===== src/rtl/msi_frame_pkg.sv =====
package msi_frame_pkg;

   typedef enum logic [1:0] {
      SZ_BYTE  = 2'd0,
      SZ_HALF  = 2'd1,
      SZ_WORD  = 2'd2,
      SZ_DWORD = 2'd3
   } acc_size_e;

   localparam int ADDR_W      = 12;
   localparam int DATA_W      = 32;
   localparam int ID_W        = 10;
   localparam int SPI_BIAS    = 32;
   localparam int ID_CEILING  = 1020;
   localparam int MAX_LINES   = 128;

   localparam logic [ADDR_W-1:0] OFS_TYPE     = 12'h008;
   localparam logic [ADDR_W-1:0] OFS_DOORBELL = 12'h040;
   localparam logic [ADDR_W-1:0] OFS_IDENT    = 12'hFCC;

   localparam logic [DATA_W-1:0] IDENT_VALUE  = 32'h51 << 20;

endpackage


===== src/rtl/msi_read_decode.sv =====
module msi_read_decode
   import msi_frame_pkg::*;
#(
   parameter int BASE_LINE  = 0,
   parameter int LINE_COUNT = 64
) (
   input  logic [ADDR_W-1:0] addr,
   output logic [DATA_W-1:0] value
);

   localparam logic [DATA_W-1:0] TYPE_VALUE =
      (DATA_W'(BASE_LINE + SPI_BIAS) << 16) | DATA_W'(LINE_COUNT);

   always_comb begin
      unique case (addr)
         OFS_TYPE:  value = TYPE_VALUE;
         OFS_IDENT: value = IDENT_VALUE;
         default:   value = '0;
      endcase
   end

endmodule


===== src/rtl/msi_id_xlate.sv =====
module msi_id_xlate
   import msi_frame_pkg::*;
#(
   parameter int BASE_LINE  = 0,
   parameter int LINE_COUNT = 64,
   parameter int IDX_W      = 6
) (
   input  logic [ID_W-1:0]  id,
   output logic             hit,
   output logic [IDX_W-1:0] idx
);

   localparam int OFFSET = BASE_LINE + SPI_BIAS;

   logic [ID_W:0] diff;

   assign diff = {1'b0, id} - (ID_W+1)'(OFFSET);
   assign hit  = (id >= ID_W'(OFFSET)) && (diff < (ID_W+1)'(LINE_COUNT));

   generate
      if (LINE_COUNT == 1) begin : g_single
         assign idx = '0;
      end else begin : g_multi
         assign idx = diff[IDX_W-1:0];
      end
   endgenerate

endmodule


===== src/rtl/msi_pulse_bank.sv =====
module msi_pulse_bank #(
   parameter int LINE_COUNT = 64,
   parameter int IDX_W      = 6
) (
   input  logic                  clk,
   input  logic                  rst_n,
   input  logic                  fire,
   input  logic [IDX_W-1:0]      idx,
   output logic [LINE_COUNT-1:0] pulse
);

   generate
      for (genvar g = 0; g < LINE_COUNT; g++) begin : g_line
         always_ff @(posedge clk) begin
            if (!rst_n) pulse[g] <= 1'b0;
            else        pulse[g] <= fire && (idx == IDX_W'(g));
         end

         // a line pulses only when the previous cycle selected it
         p_line_source_r6: assert property (@(posedge clk) disable iff (!rst_n)
            pulse[g] |-> $past(fire && (idx == IDX_W'(g))));
      end
   endgenerate

   // never more than one line high
   p_onehot_r9: assert property (@(posedge clk) disable iff (!rst_n)
      $onehot0(pulse));

endmodule


===== src/rtl/msi_doorbell_frame.sv =====
module msi_doorbell_frame
   import msi_frame_pkg::*;
#(
   parameter int BASE_LINE  = 0,
   parameter int LINE_COUNT = 64
) (
   input  logic                  clk,
   input  logic                  rst_n,
   input  logic [11:0]           bus_addr,
   input  logic [31:0]           bus_wdata,
   input  logic [1:0]            bus_size,
   input  logic                  bus_wr,
   input  logic                  bus_rd,
   output logic [31:0]           bus_rdata,
   output logic [LINE_COUNT-1:0] irq_pulse
);

   localparam int IDX_W  = (LINE_COUNT > 1) ? $clog2(LINE_COUNT) : 1;
   localparam int OFFSET = BASE_LINE + SPI_BIAS;

   // parameter legality
   generate
      if (LINE_COUNT < 1 || LINE_COUNT > MAX_LINES) begin : g_bad_count
         $error("msi_doorbell_frame: LINE_COUNT out of range");
      end
      if (BASE_LINE < 0 || OFFSET > ID_CEILING - LINE_COUNT) begin : g_bad_base
         $error("msi_doorbell_frame: BASE_LINE too large for LINE_COUNT");
      end
   endgenerate

   logic [DATA_W-1:0] dec_value;
   logic              id_hit;
   logic [IDX_W-1:0]  id_idx;
   logic              wr_ok;
   logic              fire;
   logic              unused_wdata_hi;

   assign unused_wdata_hi = ^bus_wdata[DATA_W-1:ID_W];

   msi_read_decode #(.BASE_LINE(BASE_LINE), .LINE_COUNT(LINE_COUNT)) u_dec (
      .addr  (bus_addr),
      .value (dec_value)
   );

   msi_id_xlate #(.BASE_LINE(BASE_LINE), .LINE_COUNT(LINE_COUNT), .IDX_W(IDX_W)) u_xlate (
      .id  (bus_wdata[ID_W-1:0]),
      .hit (id_hit),
      .idx (id_idx)
   );

   assign wr_ok = bus_wr && (bus_addr == OFS_DOORBELL) &&
                  (bus_size == SZ_HALF || bus_size == SZ_WORD);
   assign fire  = wr_ok && id_hit;

   msi_pulse_bank #(.LINE_COUNT(LINE_COUNT), .IDX_W(IDX_W)) u_bank (
      .clk   (clk),
      .rst_n (rst_n),
      .fire  (fire),
      .idx   (id_idx),
      .pulse (irq_pulse)
   );

   always_ff @(posedge clk) begin
      if (!rst_n)      bus_rdata <= '0;
      else if (bus_rd) bus_rdata <= (bus_size == SZ_WORD) ? dec_value : '0;
   end

   // non-word reads load zero
   p_rd_size_r5: assert property (@(posedge clk) disable iff (!rst_n)
      (bus_rd && bus_size != SZ_WORD) |=> (bus_rdata == '0));

   // type word contents
   p_type_word_r2: assert property (@(posedge clk) disable iff (!rst_n)
      (bus_rd && bus_size == SZ_WORD && bus_addr == OFS_TYPE) |=>
      (bus_rdata[31:16] == 16'(OFFSET) && bus_rdata[15:0] == 16'(LINE_COUNT)));

   // any pulse needs a doorbell write of a legal size one cycle earlier
   p_no_stray_r8: assert property (@(posedge clk) disable iff (!rst_n)
      (|irq_pulse) |-> $past(bus_wr && bus_addr == OFS_DOORBELL &&
                             (bus_size == SZ_HALF || bus_size == SZ_WORD)));

   // an ID below the bias never pulses
   p_below_range_r7: assert property (@(posedge clk) disable iff (!rst_n)
      (bus_wr && bus_addr == OFS_DOORBELL && bus_wdata[ID_W-1:0] < ID_W'(OFFSET))
      |=> (irq_pulse == '0));

endmodule


===== config.mk =====
export PLATFORM = sky130hd
export DESIGN_NAME = msi_doorbell_frame
export DESIGN_NICKNAME = d
export VERILOG_FILES = /design/src/rtl/msi_frame_pkg.sv /design/src/rtl/msi_read_decode.sv /design/src/rtl/msi_id_xlate.sv /design/src/rtl/msi_pulse_bank.sv /design/src/rtl/msi_doorbell_frame.sv
export SDC_FILE = /design/constraint.sdc
export NUM_CORES = 1
export LEC_CHECK = 0
export ABC_AREA = 1
export ABC_CLOCK_PERIOD_IN_PS = 2500
export BUFFER_PORTS_ARGS = -buffer_cell sky130_fd_sc_hd__buf_2
export CORE_ASPECT_RATIO = 1.75
export CORE_MARGIN = 4
export CORE_UTILIZATION = 48
export CTS_CLUSTER_DIAMETER = 50
export DETAILED_ROUTE_END_ITERATION = 16
export PLACE_DENSITY_LB_ADDON = 0.12
export SKIP_LAST_GASP = 1
export SYNTH_ARGS = -nofsm -noshare
export SYNTH_HDL_FRONTEND = slang
export SYNTH_HIERARCHICAL = 1
export SYNTH_SLANG_ARGS = --single-unit

===== constraint.sdc =====
create_clock -name clk -period 2.5 [get_ports clk]
set_clock_uncertainty 0.15 [all_clocks]
set_input_delay 0.5 -clock clk [delete_from_list [all_inputs] [get_ports clk]]
set_output_delay 0.5 -clock clk [all_outputs]
set_load 0.1 [all_outputs]

==> out/qor.txt <==
Status - finished, final reports clean
Switching power total - 0.745 mW
Hold endpoint - bus_rdata[2]
Clock sink count - 96
Post-cts hold buffer count - 0
CTS tree - built
Largest family of logic cells by synthesized area - simple AND/OR/NAND/NOR gates
Top cell type's share of synthesized area - 56.2%
DR vias - 2768
H-tree levels - 3
Initial Util - 49.5%
Total grt overflow - 0
Clock Root Buffer - clkbuf_16
Synthesized area per cell - 8.06 sq um
CP Launch Type - input pin
Capturing point of the worst reg2reg path - bus_rdata[19]
Initial antenna violation count - 0
Slew Viols, Final - 0
Die height - 120 um
Seq pwr share - 50.7%
Fill cell count - 690
Highest Clock Rate - 499 MHz
Synth Area in Adders - 0.732%
Slew Limit Headroom - 65.8%
Clock Latency Late Sink - 0.33 ns
Most common library cell in the layout ignoring fill and taps - buf_2
Mapped Cells - 424
Largest net degree at the start of global routing - 33
Reg2Reg Setup Slack - 1.73 ns
DP HPWL - 5680 um
Power Dens Cells - 730 nW/um^2
Total routed wirelength - 7630 um
Number of global-route vias before repair - 2719
Die width - 71.8 um
Yosys cell types - 15
Measured slew at the worst slew-check pin - 0.512 ns
# diodes - 0
Final Setup Violations - 0
Tmin final - 2.00 ns
Synth Area in Simple Gates - 23.1%
Most frequent cells in the layout - 123 x buf_2, 110 x nand2_1, 96 x dfxtp_1
First-pass GRT wire length - 12300 um
Total negative slack - 0 ns
Area of the core - 6910 sq um
FP Rows - 40
Final hold vios - 0
Switching Fraction - 24.5%
Clk pwr share - 42.4%
#FFs+latches synth - 96
Util after Layout - 60.5%
CTS Buf Count - 9
Reg2Reg Launch Point - bus_rdata[19]
IO Port Bufs - 123
Synth Cell Area - 3420 sq um
HP Class - reg2reg
Hold path cells - 2
Hold Crit Start - bus_rdata[2]
Complex-gate fraction of the synthesized area - 4.69%
Drt initial violations - 124
Peak VDD IR - 583 uV
Clock slew at reported path FFs - 0.07 ns
Warnings, synthesis - 6
Drt wl/cell - 12.2 um
Post-CTS Resized - 0
Synth-to-Final Area Change - 22.2%
Synth Area in XOR/XNOR - 0%
Die ar. - 8590 sq um
Largest cells by area after synthesis - dfxtp_1 56%, nand2_1 12%, nor2_1 9.4%
Antenna viol nets, final - 0
Crit path max fanout - 16
Post-CTS setup buffer count - 0
Max Cap Viol - 0
Crit Path Class - in2reg
CP Capture Type - register
Largest area contributor in the netlist - dfxtp_1
1st-pass router iterations - 6
DRC - 0
Worst endpoint required time - 2.61 ns
GR Util All Layers - 18.5%
Clk buf depth - 2
Seq/Total Area, Yosys - 56.2%
Final Cycle Share - 80.1%
P_leak - 2.10 nW
R2R depth - 2
Mux share of post-synthesis cell area - 0%
RSZ-0062 raised after global routing - no
DR vias/cell - 4.41
Top Ports - 146
Final net count - 590
Placer Congestion - 0.818
Finished Layout Cells - 627
Pint - 2.30 mW
Post-Place Cells - 611
CP arrival - 2.12 ns
Share of layout cells above drive strength 1 - 27.6%
Comb power frac - 6.9%
==> worst max path at each step <==
stage,from,to,cells past startpoint
after floorplan,bus_wdata[5],u_bank/pulse[4],15
after global placement,bus_wdata[5],u_bank/pulse[50],15
after detailed placement,bus_wdata[5],u_bank/pulse[50],15
after CTS,bus_wdata[5],u_bank/pulse[50],15
after global routing,bus_wdata[5],u_bank/pulse[34],15
final,bus_wdata[5],u_bank/pulse[50],15
==> critical path, stage by stage <==
cell and delay (ns):
buf_2 0.08, inv_1 0.09, ha_1 0.29, inv_1 0.03
nor2_1 0.08, nand3_1 0.08, nor2_2 0.10, inv_1 0.04
nor2_1 0.09, nand2_1 0.06, nor2_1 0.08, nand2_1 0.06
inv_2 0.10, nand2_2 0.23, nor2_1 0.19
==> power by group through the flow <==
stage / registers [mW] / clock network, mW / logic (mW)
floorplan: 1.65 / 0 / 0.119
global placement: 1.58 / 0 / 0.206
detailed placement: 1.58 / 0 / 0.209
CTS: 1.54 / 1.33 / 0.210
global route: 1.54 / 1.38 / 0.230
finish: 1.54 / 1.29 / 0.209
==> metrics by stage <==
step	setup WS, ns	hold WS [ns]	instance area, sq um	total power, mW
after detailed placement	0.119	0.302	3880	1.79
after CTS	0.473	0.312	4180	3.08
after global routing	0.219	0.337	4180	3.16
final	0.497	0.312	4180	3.05
after global placement	0.157	0.298	3880	1.78
after floorplan	0.455	0.527	3510	1.77
==> registers in the layout (all words and copies together), names as in the netlist <==
signal,count
bus_rdata,32
u_bank/pulse,64
==> layout make-up <==
cell class | count | area [sq um] | share of cell area (%)
Tap cell | 84 | 105 | 2.52
Sequential cell | 96 | 1920 | 46.0
Timing Repair Buffer | 125 | 631 | 15.1
Clock inverter | 6 | 52.6 | 1.26
Clock buffer | 10 | 239 | 5.72
Multi-Input combinational cell | 266 | 1080 | 25.8
Inverter | 40 | 150 | 3.60
==> logic make-up (layout without fill, tap and decap cells) <==
group                    count (synthesis)  in the layout
AO/OA/AOI/OAI                           32             32
adder cells (fa/ha/maj)                  2              2
buffers and inverters                   88            181
flip-flops                              96             96
other                                    1             27
AND/OR/NAND/NOR                        205            205
==> cell usage after synthesis <==
master / instances
nand2_1: 110
dfxtp_1: 96
nor2_1: 86
buf_4: 41
inv_1: 38
a21oi_1: 32
buf_6: 4
nand2_2: 4
nor2_2: 3
buf_2: 2
ha_1: 2
inv_2: 2
nand3_1: 2
clkbuf_1: 1
conb_1: 1
==> layer usage <==
layer  global-route usage, %  wire, um
met5                       0         0
met4                    7.76       127
met3                    4.86       509
met2                    34.5      4260
met1                    18.6      2740
Power figures use the tool's default switching activity.
